<file path="config.mk">
export PLATFORM = sky130hd
export DESIGN_NAME = cmpout_unit
export DESIGN_NICKNAME = d
export VERILOG_FILES = /design/src/rtl/cmpout_pkg.sv /design/src/rtl/cmpout_decode.sv /design/src/rtl/cmpout_wave_reg.sv /design/src/rtl/cmpout_channel.sv /design/src/rtl/cmpout_unit.sv
export SDC_FILE = /design/constraint.sdc
export NUM_CORES = 1
export LEC_CHECK = 0
export ABC_AREA = 1
export ABC_CLOCK_PERIOD_IN_PS = 1200
export BUFFER_PORTS_ARGS = -buffer_cell sky130_fd_sc_hd__clkbuf_2
export CORE_AREA = 4 4 41 43
export CTS_CLUSTER_DIAMETER = 40
export DETAILED_ROUTE_END_ITERATION = 12
export DIE_AREA = 0 0 45 47
export MAX_ROUTING_LAYER = met4
export PLACE_DENSITY = 0.68
export SLEW_MARGIN = 20
export SYNTH_ARGS = -nofsm -noshare
export SYNTH_HDL_FRONTEND = slang
export SYNTH_SLANG_ARGS = --single-unit
</file>
<file path="constraint.sdc">
create_clock -name clk -period 1.2 [get_ports clk]
set_input_delay 0.12 -clock clk [delete_from_list [all_inputs] [get_ports clk]]
set_output_delay 0.12 -clock clk [all_outputs]
set_load 0.005 [all_outputs]
</file>
<file path="src/rtl/cmpout_pkg.sv">
package cmpout_pkg;

  typedef enum logic [1:0] {
    CLS_PLAIN = 2'b00,
    CLS_FAST  = 2'b01,
    CLS_UPDN  = 2'b10,
    CLS_ALT   = 2'b11
  } wave_class_e;

  typedef enum logic [1:0] {
    ACT_HOLD = 2'b00,
    ACT_CLR  = 2'b01,
    ACT_SET  = 2'b10,
    ACT_TGL  = 2'b11
  } act_e;

  localparam int MODE_W = 2;

  function automatic logic is_pwm(input logic [1:0] cls);
    return (cls == CLS_FAST) || (cls == CLS_UPDN);
  endfunction

  // Action chosen for one channel in one cycle.
  function automatic act_e pick_action(
    input logic [1:0] cls,
    input logic [MODE_W-1:0] om,
    input logic tgl_ok,
    input logic top_sel,
    input logic match,
    input logic bottom,
    input logic up,
    input logic eq_top
  );
    logic eff_up;
    if (om == 2'b00) return ACT_HOLD;
    if (!is_pwm(cls)) begin
      if (!match) return ACT_HOLD;
      case (om)
        2'b01:   return ACT_TGL;
        2'b10:   return ACT_CLR;
        default: return ACT_SET;
      endcase
    end
    if (om == 2'b01) begin
      if (top_sel && tgl_ok && match) return ACT_TGL;
      return ACT_HOLD;
    end
    if (cls == CLS_FAST) begin
      if (match && !eq_top) return om[0] ? ACT_SET : ACT_CLR;
      if (bottom) return om[0] ? ACT_CLR : ACT_SET;
      return ACT_HOLD;
    end
    if (!match) return ACT_HOLD;
    eff_up = up | eq_top;
    return (eff_up ^ om[0]) ? ACT_CLR : ACT_SET;
  endfunction

  function automatic logic wants_pin(
    input logic [1:0] cls,
    input logic [MODE_W-1:0] om,
    input logic tgl_ok,
    input logic top_sel
  );
    if (om == 2'b00) return 1'b0;
    if (is_pwm(cls) && om == 2'b01) return top_sel & tgl_ok;
    return 1'b1;
  endfunction

  function automatic logic apply_action(input act_e a, input logic cur);
    case (a)
      ACT_CLR: return 1'b0;
      ACT_SET: return 1'b1;
      ACT_TGL: return ~cur;
      default: return cur;
    endcase
  endfunction

endpackage

</file>
<file path="src/rtl/cmpout_decode.sv">
module cmpout_decode
  import cmpout_pkg::*;
#(
  parameter bit TOGGLE_OK = 1'b1
) (
  input  logic [1:0]        cls,
  input  logic [MODE_W-1:0] om,
  input  logic              top_sel,
  input  logic              match,
  input  logic              bottom,
  input  logic              up,
  input  logic              eq_top,
  output act_e              act,
  output logic              ovr
);

  always_comb begin
    act = pick_action(cls, om, TOGGLE_OK, top_sel, match, bottom, up, eq_top);
    ovr = wants_pin(cls, om, TOGGLE_OK, top_sel);
  end

endmodule

</file>
<file path="src/rtl/cmpout_wave_reg.sv">
module cmpout_wave_reg
  import cmpout_pkg::*;
(
  input  logic clk,
  input  logic rst_n,
  input  act_e act,
  output logic wave
);

  always_ff @(posedge clk) begin
    if (!rst_n) wave <= 1'b0;
    else        wave <= apply_action(act, wave);
  end


  set_takes_chk: assert property (@(posedge clk) disable iff (!rst_n)
    act == ACT_SET |=> wave);

  clr_takes_chk: assert property (@(posedge clk) disable iff (!rst_n)
    act == ACT_CLR |=> !wave);

  tgl_flips_chk: assert property (@(posedge clk) disable iff (!rst_n)
    act == ACT_TGL |=> wave != $past(wave));

  hold_keeps_chk: assert property (@(posedge clk) disable iff (!rst_n)
    act == ACT_HOLD |=> $stable(wave));

endmodule

</file>
<file path="src/rtl/cmpout_channel.sv">
module cmpout_channel
  import cmpout_pkg::*;
#(
  parameter bit TOGGLE_OK = 1'b1
) (
  input  logic              clk,
  input  logic              rst_n,
  input  logic [1:0]        cls,
  input  logic              top_sel,
  input  logic [MODE_W-1:0] om,
  input  logic              match,
  input  logic              bottom,
  input  logic              up,
  input  logic              eq_top,
  input  logic              dir_en,
  output logic              wave,
  output logic              ovr,
  output logic              pin_oe
);

  act_e act_w;
  logic ovr_w;

  cmpout_decode #(.TOGGLE_OK(TOGGLE_OK)) u_dec (
    .cls(cls), .om(om), .top_sel(top_sel), .match(match),
    .bottom(bottom), .up(up), .eq_top(eq_top), .act(act_w), .ovr(ovr_w)
  );

  cmpout_wave_reg u_reg (
    .clk(clk), .rst_n(rst_n), .act(act_w), .wave(wave)
  );

  assign ovr    = ovr_w;
  assign pin_oe = ovr_w & dir_en;


  off_no_ovr_chk: assert property (@(posedge clk) disable iff (!rst_n)
    om == 2'b00 |-> !ovr);

  off_hold_chk: assert property (@(posedge clk) disable iff (!rst_n)
    om == 2'b00 |=> $stable(wave));

  top_match_ignored_chk: assert property (@(posedge clk) disable iff (!rst_n)
    (cls == CLS_FAST && om[1] && match && eq_top && !bottom) |=> $stable(wave));

  updn_no_bottom_chk: assert property (@(posedge clk) disable iff (!rst_n)
    (cls == CLS_UPDN && !match && bottom) |=> $stable(wave));

  pwm_01_off_chk: assert property (@(posedge clk) disable iff (!rst_n)
    (is_pwm(cls) && om == 2'b01 && !top_sel) |-> !ovr);

  pin_needs_ovr_chk: assert property (@(posedge clk) disable iff (!rst_n)
    pin_oe |-> (ovr && dir_en));

  generate
    if (!TOGGLE_OK) begin : g_reserved

      reserved_hold_chk: assert property (@(posedge clk) disable iff (!rst_n)
        (is_pwm(cls) && om == 2'b01) |=> $stable(wave));
    end
  endgenerate

endmodule

</file>
<file path="src/rtl/cmpout_unit.sv">
module cmpout_unit
  import cmpout_pkg::*;
#(
  parameter logic [1:0] TOGGLE_MASK = 2'b01
) (
  input  logic       clk,
  input  logic       rst_n,
  input  logic [1:0] wave_class,
  input  logic       top_sel,
  input  logic       bottom_pulse,
  input  logic       count_up,
  input  logic [1:0] mode_a,
  input  logic [1:0] mode_b,
  input  logic       match_a,
  input  logic       match_b,
  input  logic       eq_top_a,
  input  logic       eq_top_b,
  input  logic       dir_en_a,
  input  logic       dir_en_b,
  output logic       wave_a,
  output logic       wave_b,
  output logic       ovr_a,
  output logic       ovr_b,
  output logic       pin_oe_a,
  output logic       pin_oe_b
);

  localparam int NUM_CH = 2;

  logic [NUM_CH-1:0][MODE_W-1:0] om_v;
  logic [NUM_CH-1:0] match_v, eq_v, dir_v, wave_v, ovr_v, oe_v;

  assign om_v    = {mode_b, mode_a};
  assign match_v = {match_b, match_a};
  assign eq_v    = {eq_top_b, eq_top_a};
  assign dir_v   = {dir_en_b, dir_en_a};

  generate
    for (genvar c = 0; c < NUM_CH; c++) begin : g_ch
      cmpout_channel #(.TOGGLE_OK(TOGGLE_MASK[c])) u_ch (
        .clk(clk), .rst_n(rst_n), .cls(wave_class), .top_sel(top_sel),
        .om(om_v[c]), .match(match_v[c]), .bottom(bottom_pulse),
        .up(count_up), .eq_top(eq_v[c]), .dir_en(dir_v[c]),
        .wave(wave_v[c]), .ovr(ovr_v[c]), .pin_oe(oe_v[c])
      );
    end
  endgenerate

  assign wave_a   = wave_v[0];
  assign wave_b   = wave_v[1];
  assign ovr_a    = ovr_v[0];
  assign ovr_b    = ovr_v[1];
  assign pin_oe_a = oe_v[0];
  assign pin_oe_b = oe_v[1];


  reset_low_chk: assert property (@(posedge clk)
    !rst_n |=> (!wave_a && !wave_b));

endmodule

</file>
==> flow_summary_export.csv <==
group,metric,value,unit
power,intPower,0.000294,W
worst_setup_path,crit_arrival,1010,ps
route,via_per_inst,4.63,
worst_setup_path,path_buf_inv,3,
logic_synthesis,synth_flop_cell,"dfxtp_1",
logic_synthesis,yosysSeqAreaShare,8.16,%
logic_synthesis,ys_async_sr_fraction,0,%
cts,clk_latency,220,ps
logic_synthesis,syn-instance-count,88,
layout,drive_gt1_share,32.2,%
power,ir_worst_vdd,273,uV
worst_setup_path,crit_path_top_delay_cell,"ha_2",
logic_synthesis,synthDistinctLibCells,17,
worst_setup_path,crit_chain,"clkbuf_2 -> inv_1 -> ha_2 -> o31ai_2 -> nor2_1 -> clkbuf_2",
layout,diodes,0,
status,status,"finished, final reports clean",
cts,post_cts_buffers,0,
cts,cts_tree,"done",
sta,fmax,0.885,GHz
layout,nets,141,
layout,area_growth,36.5,%
power,p_per_area,691,nW/um2
layout,final_common_cell,"nand2_1",
worst_setup_path,cp_common_cell,"clkbuf_2",
layout,top_regs,"g_ch.u_ch.u_reg.wave: 2 flops",
sta,setup_ws,70.5,ps
worst_setup_path,critPathMaxStageDelay,300,ps
power,clockPowerShare,33.2,%
floorplanning,rows,13,
logic_synthesis,syn-cell-area,490,um2
worst_hold_path,worstHoldPathType,"input pin to flip-flop",
floorplanning,core_area,1300,um2
route,ant_nets,0,
logic_synthesis,synthesis.nets,112,
cts,clkSlewWorstSetupHoldPaths,30,ps
logic_synthesis,ys_ff_latch,2,
global_routing,grt_pass1_vias,527,
logic_synthesis,synth_edf_count,0,
cts,ctsResizeCount,0,
global_routing,grt_overflow,0,
route,wl_per_cell,9.66,um
cts,clockRootBuffer,"clkbuf_4",
route,drt-pass1-iter-count,4,
worst_setup_path,cpLargestDelayFamily,"adder cells",
sta,setup_viol,0,
worst_setup_path,critPathCaptureType,"output pin",
placed_design,post-place-ws,-152,ps
sta,drv_slew,0,
logic_synthesis,ys_warn_count,0,
layout,final_cell_mix,"nand2_1 (31), clkbuf_2 (22), inv_1 (13), nand3_1 (11), nor2_1 (8)",
floorplanning,die_h,47,um
floorplanning,initial_core_util,37.7,%
worst_setup_path,cp-start-kind,"input pin",
cts,cts_max_path_buffers,2,
route,dr_total_vias,602,
route,drt-initial-drc-count,2,
worst_setup_path,worst-setup-path-type,"input pin to output pin",
sta,relSlewSlack,82.7,%
sta,fin_crit,1130,ps
placed_design,port_buffers,22,
layout,largest_reg_flops,2,
sta,hold_viol,0,
sta,period_share,94.1,%
cts,ctsHoldBuffers,0,
power,p_sw_share,36.5,%
power,power_frac_comb,49.3,%
worst_setup_path,required,1080,ps
power,seq_power_share,17.6,%
cts,cts_sinks,2,
global_routing,grt_pass1_wl,2.02,mm
floorplanning,dieWidth,45,um
sta,worst_pin_slew,256,ps
job,maxCapViolations,0,
route,routed_wl,1.26,mm
sta,fin_setup_tns,0,ps
power,p_sw,0.000169,W
worst_setup_path,path_max_fanout,5,
floorplanning,die-area,2120,um2
global_routing,grt_max_degree,7,
layout,num-fill-cells,144,
placed_design,hpwlAfterDp,1.01,mm
floorplanning,io_pins,23,
route,drc,0,
placed_design,place_congestion,0.731,
layout,top_register,"g_ch.u_ch.u_reg.wave",
logic_synthesis,avgSynthCellArea,5.57,um2
sta,skew,0,ps
power,leakagePower,0.414,nW
global_routing,grt.total_usage,12.9,%
cts,h-tree-depth,1,
cts,cts_buffers,3,
global_routing,antenna_found_initial,0,
-- synth_stat cells, drive strengths merged, types with 2 or more instances --
library cell / count / area share (%)
a21oi: 3 / 3.1
nor2: 11 / 9.9
nand2: 31 / 24
o21ai: 2 / 2.8
nand3: 11 / 11
dfxtp: 2 / 8.2
inv: 15 / 11
ha: 7 / 18
-- cell type report --
| type | count | area, um2 | share of cell area (%) |
|---|---|---|---|
| multi-input combinational | 70 | 389 | 58.1 |
| timing repair buffer | 24 | 125 | 18.7 |
| inverter | 16 | 73.8 | 11.0 |
| sequential | 2 | 40.0 | 5.98 |
| clock buffer | 3 | 22.5 | 3.36 |
| tap | 15 | 18.8 | 2.80 |
-- worst reg2reg max path, stage by stage, from the launching register on --
cell and delay (ps):
dfxtp_1 330, nor4b_1 240, nand2_1 90, nand2_1 60, nor2_1 40
-- stage by stage --
stage               area [um2]  utilization (%)  hold slack [ps]  cells  total power [W]
floorplan                  490                -              246     88         0.000218
global placement           634             48.8              354    127         0.000301
detailed placement         634             48.8              357    127         0.000304
CTS                        657             50.5              115    130         0.000460
global route               669             51.4              137    130         0.000507
finish                     669             51.4              114    130         0.000463
-- per-layer routing --
| layer | global-route usage [%] | wire, um | part of all wire (%) |
|---|---|---|---|
| met1 | 14.9 | 529 | 42 |
| met2 | 23.7 | 639 | 51 |
| met3 | 1.15 | 74 | 5.9 |
| met4 | 3.51 | 12 | 0.96 |
| met5 | - | 0 | 0 |
-- final timing paths --
check | start | cells after the start | slack, ps | to
worst min register to register | g_ch[1].u_ch.u_reg.wave | 2 | 500 | g_ch[1].u_ch.u_reg.wave
worst min-delay path | rst_n | 3 | 110 | g_ch[1].u_ch.u_reg.wave
worst max register to register | g_ch[1].u_ch.u_reg.wave | 4 | 330 | g_ch[1].u_ch.u_reg.wave
worst max-delay path | wave_class[1] | 6 | 70 | pin_oe_a
-- kinds of logic after synthesis --
logic type                 share of synthesized area [%]
adders and majority gates                           17.9
xor gates and xnor gates                            1.79
DFF                                                 8.16
and+or+nand+nor                                     49.7
buffers and inverters                               15.1
AOI/OAI and AO/OA                                   7.40
-- power by group through the flow --
stage	combinational (W)	clock, W	sequential (W)
floorplan	0.000136	0	0.0000821
global placement	0.000218	0	0.0000824
detailed placement	0.000222	0	0.0000822
CTS	0.000224	0.000155	0.0000813
global route	0.000264	0.000161	0.0000821
finish	0.000228	0.000153	0.0000814
No activity file was read; power rests on OpenSTA's default activity.
